==> src/rtl/stale_mon_pkg.sv <==
package stale_mon_pkg;
  typedef struct packed {
    logic stale;
    logic one_char;
    logic timeout;
    logic fifo_empty;
  } stat_t;
endpackage

==> src/rtl/stale_tmr.sv <==
module stale_tmr #(
  parameter int TMR_W = 8
) (
  input  logic             clk_i,
  input  logic             rst_ni,
  input  logic             wr_i,
  input  logic             flush_i,
  input  logic [TMR_W-1:0] period_i,
  output logic             stale_o,
  output logic             tick_o
);
  logic [TMR_W-1:0] cnt_q;
  logic             run_q;
  logic             stale_q;

  assign tick_o  = run_q && (cnt_q == '0) && !wr_i && !flush_i;
  assign stale_o = stale_q;

  always_ff @(posedge clk_i or negedge rst_ni) begin
    if (!rst_ni) begin
      cnt_q   <= '0;
      run_q   <= 1'b0;
      stale_q <= 1'b0;
    end else if (flush_i) begin
      cnt_q   <= '0;
      run_q   <= 1'b0;
      stale_q <= 1'b0;
    end else if (wr_i) begin
      cnt_q   <= period_i;
      run_q   <= 1'b1;
      stale_q <= 1'b0;
    end else if (run_q) begin
      if (cnt_q == '0) begin
        run_q   <= 1'b0;
        stale_q <= 1'b1;
      end else begin
        cnt_q <= cnt_q - TMR_W'(1);
      end
    end
  end
endmodule

==> src/rtl/resid_ctl.sv <==
module resid_ctl (
  input  logic clk_i,
  input  logic rst_ni,
  input  logic set_i,
  input  logic rd_i,
  input  logic flush_i,
  input  logic wr_i,
  output logic one_char_o,
  output logic arrived_o
);
  logic one_q, arr_q;
  logic clr;

  assign clr        = rd_i || flush_i;
  assign one_char_o = one_q;
  assign arrived_o  = arr_q;

  always_ff @(posedge clk_i or negedge rst_ni) begin
    if (!rst_ni) begin
      one_q <= 1'b0;
      arr_q <= 1'b0;
    end else if (clr) begin
      one_q <= 1'b0;
      arr_q <= 1'b0;
    end else begin
      if (set_i) one_q <= 1'b1;
      if (one_q && wr_i) arr_q <= 1'b1;
    end
  end
endmodule

==> src/rtl/to_stat.sv <==
module to_stat (
  input  logic clk_i,
  input  logic rst_ni,
  input  logic tick_i,
  input  logic stale_i,
  input  logic clr_i,
  input  logic flush_i,
  output logic timeout_o
);
  logic to_q;
  assign timeout_o = to_q;

  always_ff @(posedge clk_i or negedge rst_ni) begin
    if (!rst_ni)                to_q <= 1'b0;
    else if (clr_i || flush_i)  to_q <= 1'b0;
    else if (tick_i && !stale_i) to_q <= 1'b1;
  end
endmodule

==> src/rtl/stale_mon.sv <==
module stale_mon #(
  parameter int TMR_W  = 8,
  parameter int FCNT_W = 5,
  parameter int DCNT_W = 2
) (
  input  logic              clk_i,
  input  logic              rst_ni,
  input  logic              fifo_wr_i,
  input  logic [FCNT_W-1:0] fifo_cnt_i,
  input  logic [DCNT_W-1:0] dma_cnt_i,
  input  logic              last_full_i,
  input  logic              last_rd_i,
  input  logic [TMR_W-1:0]  period_i,
  input  logic              stale_dis_i,
  input  logic              clr_to_i,
  input  logic              fifo_rst_i,
  input  logic              ie_to_i,
  input  logic              ie_one_i,
  output logic              stale_o,
  output logic              one_char_o,
  output logic              timeout_o,
  output logic              fifo_empty_o,
  output logic              pipe_hold_o,
  output logic              dma_req_o,
  output logic              irq_o
);
  import stale_mon_pkg::*;

  localparam int AV_W = ((FCNT_W > DCNT_W) ? FCNT_W : DCNT_W) + 2;

  stat_t            st;
  logic             stale_raw, tick, arrived, one_set;
  logic [AV_W-1:0]  avail;

  stale_tmr #(.TMR_W(TMR_W)) u_tmr (
    .clk_i    (clk_i),
    .rst_ni   (rst_ni),
    .wr_i     (fifo_wr_i),
    .flush_i  (fifo_rst_i),
    .period_i (period_i),
    .stale_o  (stale_raw),
    .tick_o   (tick)
  );

  assign st.stale = stale_raw && !stale_dis_i;
  assign avail    = AV_W'(fifo_cnt_i) + AV_W'(dma_cnt_i) + AV_W'(last_full_i);
  // lone byte parked in the final register, nothing behind it
  assign one_set  = st.stale && (fifo_cnt_i == '0) && (dma_cnt_i == '0) && last_full_i;

  resid_ctl u_resid (
    .clk_i      (clk_i),
    .rst_ni     (rst_ni),
    .set_i      (one_set),
    .rd_i       (last_rd_i),
    .flush_i    (fifo_rst_i),
    .wr_i       (fifo_wr_i),
    .one_char_o (st.one_char),
    .arrived_o  (arrived)
  );

  to_stat u_to (
    .clk_i     (clk_i),
    .rst_ni    (rst_ni),
    .tick_i    (tick),
    .stale_i   (st.stale),
    .clr_i     (clr_to_i),
    .flush_i   (fifo_rst_i),
    .timeout_o (st.timeout)
  );

  assign st.fifo_empty = (fifo_cnt_i == '0) && !arrived;

  assign stale_o      = st.stale;
  assign one_char_o   = st.one_char;
  assign timeout_o    = st.timeout;
  assign fifo_empty_o = st.fifo_empty;
  assign pipe_hold_o  = st.one_char;
  assign dma_req_o    = st.stale && (avail >= AV_W'(2)) && !st.one_char;
  assign irq_o        = (st.one_char && ie_one_i) || (st.timeout && ie_to_i);
endmodule

==> config.mk <==
export PLATFORM = sky130hd
export DESIGN_NAME = stale_mon
export DESIGN_NICKNAME = d
export VERILOG_FILES = /design/src/rtl/stale_mon_pkg.sv /design/src/rtl/stale_tmr.sv /design/src/rtl/resid_ctl.sv /design/src/rtl/to_stat.sv /design/src/rtl/stale_mon.sv
export SDC_FILE = /design/constraint.sdc
export NUM_CORES = 1
export LEC_CHECK = 0
export ABC_AREA = 1
export BUFFER_PORTS_ARGS = -buffer_cell sky130_fd_sc_hd__buf_2
export CAP_MARGIN = 15
export CORE_UTILIZATION = 50
export CTS_CLUSTER_SIZE = 24
export DETAILED_ROUTE_END_ITERATION = 10
export PLACE_DENSITY = 0.78
export SLEW_MARGIN = 25
export SYNTH_ARGS = -nofsm -noshare
export SYNTH_HDL_FRONTEND = slang
export SYNTH_SLANG_ARGS = --single-unit
==> constraint.sdc <==
create_clock -name clk_i -period 1.73 [get_ports clk_i]
set_input_delay 0.0865 -clock clk_i [delete_from_list [all_inputs] [get_ports clk_i]]
set_output_delay 0.0865 -clock clk_i [all_outputs]
set_load 0.01 [all_outputs]
## Word level (Yosys, flattened, before mapping)

Cells that the tools add are included.

- Multiplexer cells: 18
- Magnitude comparators: 1
- Reductions and logical operators: 33
- Equal/unequal tests: 1
- Add/sub/neg operators: 3

Operator list:

| operator | count |
|---|---|
| $mux W8 | 4 |
| $logic_and A1 B1 Y1 | 14 |
| $mux W1 | 14 |
| $logic_not A8 Y1 | 1 |
| $sub A8 B1 Y8 const B | 1 |
| $add A6 B1 Y7 | 1 |
| $ge A7 B2 Y1 const B | 1 |
| $add A5 B2 Y6 | 1 |
| $logic_not A1 Y1 | 6 |
| $reduce_bool A2 Y1 | 3 |
| $reduce_bool A3 Y1 | 2 |
| $logic_not A5 Y1 | 1 |
| $reduce_and A2 Y1 | 2 |
| $logic_or A1 B1 Y1 | 3 |
| $ne A3 B3 Y1 const B | 1 |
| $logic_not A2 Y1 | 1 |

- Register bits: 13
- Input bits: 25

## Longest topological paths before layout

- Depth after elaboration: 7
- Depth in mapped cells: 11
- Gate-level depth less buffers: 11

## By module

From an unflattened synthesis, not the netlist that was laid out.

- Cell total of the unflattened synthesis: 150
- Area, all modules: 1017.2 um^2

By module, submodules not included:

| module | area an instance (um^2) | cells an instance | times used |
|---|---|---|---|
| stale_tmr | 700.7 | 101 | 1 |
| stale_mon | 177.7 | 31 | 1 |
| resid_ctl | 82.6 | 10 | 1 |
| to_stat | 56.3 | 8 | 1 |

## Least setup slack after synthesis

No wires, ideal clock.

- Path kind: input port to output port
- From: input port fifo_cnt_i[0]
- To: output port dma_req_o
- Path slack: 0.412 ns
- Stages: 6
- Arrival time: 1.232 ns
- Required time: 1.643 ns
- Path buffers: 0
- Cells stage by stage: inv_1 > fa_1 > inv_1 > fa_1 > nor2_1 > a31oi_1

- Word-level cells in the longest chain between the ends: 5

Ends and longest elaborated chain:

| element | line | source |
|---|---|---|
| from (decl) | stale_mon.sv:9 | `input logic [FCNT_W-1:0] fifo_cnt_i,` |
| $add A5 B2 Y6 | stale_mon.sv:46 | `assign avail = AV_W'(fifo_cnt_i) + AV_W'(dma_cnt_i) + AV_W'(last_full_i);` |
| $add A6 B1 Y7 | stale_mon.sv:46 |  |
| $ge A7 B2 Y1 | stale_mon.sv:78 | `assign dma_req_o = st.stale && (avail >= AV_W'(2)) && !st.one_char;` |
| $logic_and A1 B1 Y1 (2 in a row) | stale_mon.sv:78 |  |
| to (decl) | stale_mon.sv:24 | `output logic dma_req_o,` |

Every way passes these cells.

## Worst setup path after layout

Same ends and word-level chain as after synthesis.

==> impl_results.md <==
- Status: complete, no violations
- Crit-path max FO: 2
- Setup tns final: 0 ns
- Fmax: 625 MHz
- Int Pwr: between 500 and 600 uW
- Prevailing post-synth register cell: dfrtp_1
- Post-Synthesis Cells: 142
- Clk buf depth: 2
- Crit path required time: 1.64 ns
- Clk sinks: 13
- Critical Path End Type: primary output
- Max_cap viols: 0
- Starting DRT DRC Count: 11
- Net Sw Frac: 0.376
- Post-DRT Antenna Nets: 0
- Top cell type's share of synthesized area: 0.322
- 1st-pass router iterations: 4
- RD Place Congestion: 0.859
- Storage cell area: 325 sq um
- Number of cells on the worst reg-to-reg path: 11
- DRC: 0
- Final Hold Viols: 0
- Global-route track usage on met2: 0.353
- Critical Path Source: fifo_cnt_i[0]
- Clk_lat worst skew: 0.28 ns
- Yosys top cell by area: dfrtp_1
- #FFs+latches synth: 13
- Part of the power in combinational logic: 0.360
- Worst vdd ir: 495 uV
- Area of the mapped netlist: 1010 sq um
- Filler cells: 172
- Drt wl/cell: between 10 and 15 um
- Initial core utilization: 0.560
- Crit-path slowest cell: fa_1
- Final nets: about 210
- Top-count cell post-synth: nand2_1
- First-pass GRT wire length: 3380 um
- Worst Max-Slew Pin Slew: 0.361 ns
- RSZ-0062 raised after global routing: no
- Worst-path clk slew: approximately 0.090 ns
- Port bufs: 31
- Core Region: roughly 1800 sq um
- Worst EP arrival: 1.51 ns
- All-layer global routing usage: 0.218
- Mapped Nets: 172
- Met1 global-route usage: 0.298
- Cell leakage power: approximately 0.00070 uW
- Worst reg-to-reg setup slack: ~0.30 ns
- Area Overhead vs Synth: 20.9%
- Detailed Place HPWL: 1690 um
- Critical Path End: dma_req_o
- Worst Setup Path Type: in -> out
- CTS resizes: 0
- Final setup fails: 0
- Synth top area cells: dfrtp_1, nand2_1, inv_1
- Startpoint Class: input pin
- Die X: between 40 and 50 um
- Syn avg cell area: 7.11 sq um
- Async set-reset flop share out of synthesis: 1.00
- Slew Limit Headroom: 0.759
- Row count: 15
- Overall routed net length: 2080 um
- Number of distinct library cells after synthesis: 32
- Syn. warnings: 0
- Via count: 927
- Design Power: 871 uW
- CTS tree: done
- Antenna Cells: 0
- Multi-input logic area: 576 sq um
- Reg2Reg Capture Point: u_tmr.cnt_q[5]
- Most Crowded Layer GR: met2
- PwrDens: 713 nW/um^2
- P_sw: 328 uW
- Clock power share: 0.226
- Total CTS buffers: 3
- Number of synthesized flops with an enable pin: 0
- Number of global-route vias before repair: 811
- Slew Viols, Final: 0
- Crit-path cells: buf_2 -> inv_1 -> fa_1 -> inv_1 -> fa_1 -> nor2_1 -> a31oi_1 -> buf_2
- Final min period: approximately 1.6 ns
- Share of cells above drive strength 1: 0.324
- Top post-synthesis cells by count: nand2_1, inv_1, dfrtp_1, nor2_1, nand3_1
- CTS root buffer: clkbuf_4
- Largest net degree at the start of global routing: 14
- Register area share after synthesis: 0.322
- Slowest stage delay, CP: 0.42 ns
- Hold Crit Class: in -> reg
- Chip height: 46.9 um
- Ports: 32
- Die Area: about 2200 sq um
- CTS H-tree depth: 1
- Via density per instance: 4.61
- Overflow after GRT: 0
- Final Skew: 0.000853 ns
- Initial antenna violation count: 0
- Critical R2R Launch: u_tmr.cnt_q[0]
- Sequential share of power: 0.414
- Period utilization: 0.925
- Met3 usage: 0.0462
==> timing repair <==
| item | CTS | global route |
|---|---|---|
| setup buffers | 0 | 0 |
| hold endpoints to repair | 13 | 0 |
| hold buffers | 1 | 0 |
==> state kept, by name (all words and copies together), names as in the netlist <==
name,cells
u_resid.arrived_o,1
u_to.timeout_o,1
u_tmr.cnt_q,8
u_tmr.run_q,1
u_tmr.stale_o,1
u_resid.one_char_o,1
==> worst min path at each step <==
stage	from	endpoint	slack, ns	cells after the start
floorplan	rst_ni	u_resid.arrived_o	-0.21	0
global placement	rst_ni	u_tmr.cnt_q[7]	-0.007	1
detailed placement	rst_ni	u_tmr.stale_o	-0.005	1
CTS	clr_to_i	u_to.timeout_o	0.03	3
global route	clr_to_i	u_to.timeout_o	0.02	3
finish	clr_to_i	u_to.timeout_o	0.03	3
==> layout make-up <==
cell class,count,area share
Multi-Input combinational cell,102,0.471
Sequential cell,13,0.266
Timing Repair Buffer,32,0.135
Inverter,25,0.0789
Tap cell,25,0.0256
Clock buffer,3,0.0184
Clock inverter,1,0.00410
==> critical path: cells and delay by family <==
family	cells	cell delay (ns)
buf+inv	4	0.40
fa+ha+maj	2	0.83
simple gates	1	0.11
compound gates	1	0.08
==> layer usage <==
metal  routed length, um  share of wire
met2                 939           0.45
met3                  75          0.036
met4                  16         0.0077
met1                1050           0.50
met5                   0              0
==> power by group through the flow <==
stage / logic, uW / registers, uW / clock network (uW)
finish: 314 / 361 / 197
CTS: 317 / 362 / 200
global placement: 304 / 366 / 0
detailed placement: 313 / 368 / 0
floorplan: 234 / 361 / 0
global route: 363 / 366 / 217
==> through the flow <==
stage               utilization  worst slack (ns)  cells  cell area [sq um]  hold WS (ns)
floorplan                     -             0.412    142               1010        -0.209
global placement          0.657             0.203    196               1180      -0.00728
detailed placement        0.657             0.134    196               1180      -0.00504
CTS                       0.678             0.129    201               1220        0.0264
global route              0.678            0.0657    201               1220        0.0222
finish                    0.678             0.130    201               1220        0.0325
==> cells in the final DEF (no fill, tap or decap), types with 2 or more instances in the layout <==
master	synthesis	layout
a21oi_1	2	2
buf_2	1	31
clkbuf_4	0	3
dfrtp_1	13	13
fa_1	2	2
ha_1	3	3
inv_1	19	19
inv_2	5	5
nand2_1	42	42
nand2_2	2	2
nand2_4	3	3
nand3_1	7	7
nor2_1	13	13
nor2_2	2	2
o21ai_0	4	4
o21ai_1	4	4
o22ai_1	2	2
or2_2	3	3
==> cell families (layout without fill, tap and decap cells) <==
group	after synthesis	after routing	synth area share
flops	13	13	0.322
compound gates	18	18	0.113
mux	1	1	0.00991
xor+xnor	1	1	0.00868
fa+ha+maj	5	5	0.0768
simple gates	77	77	0.362
buf+inv	27	61	0.108
(Power assumes the default switching activity.)
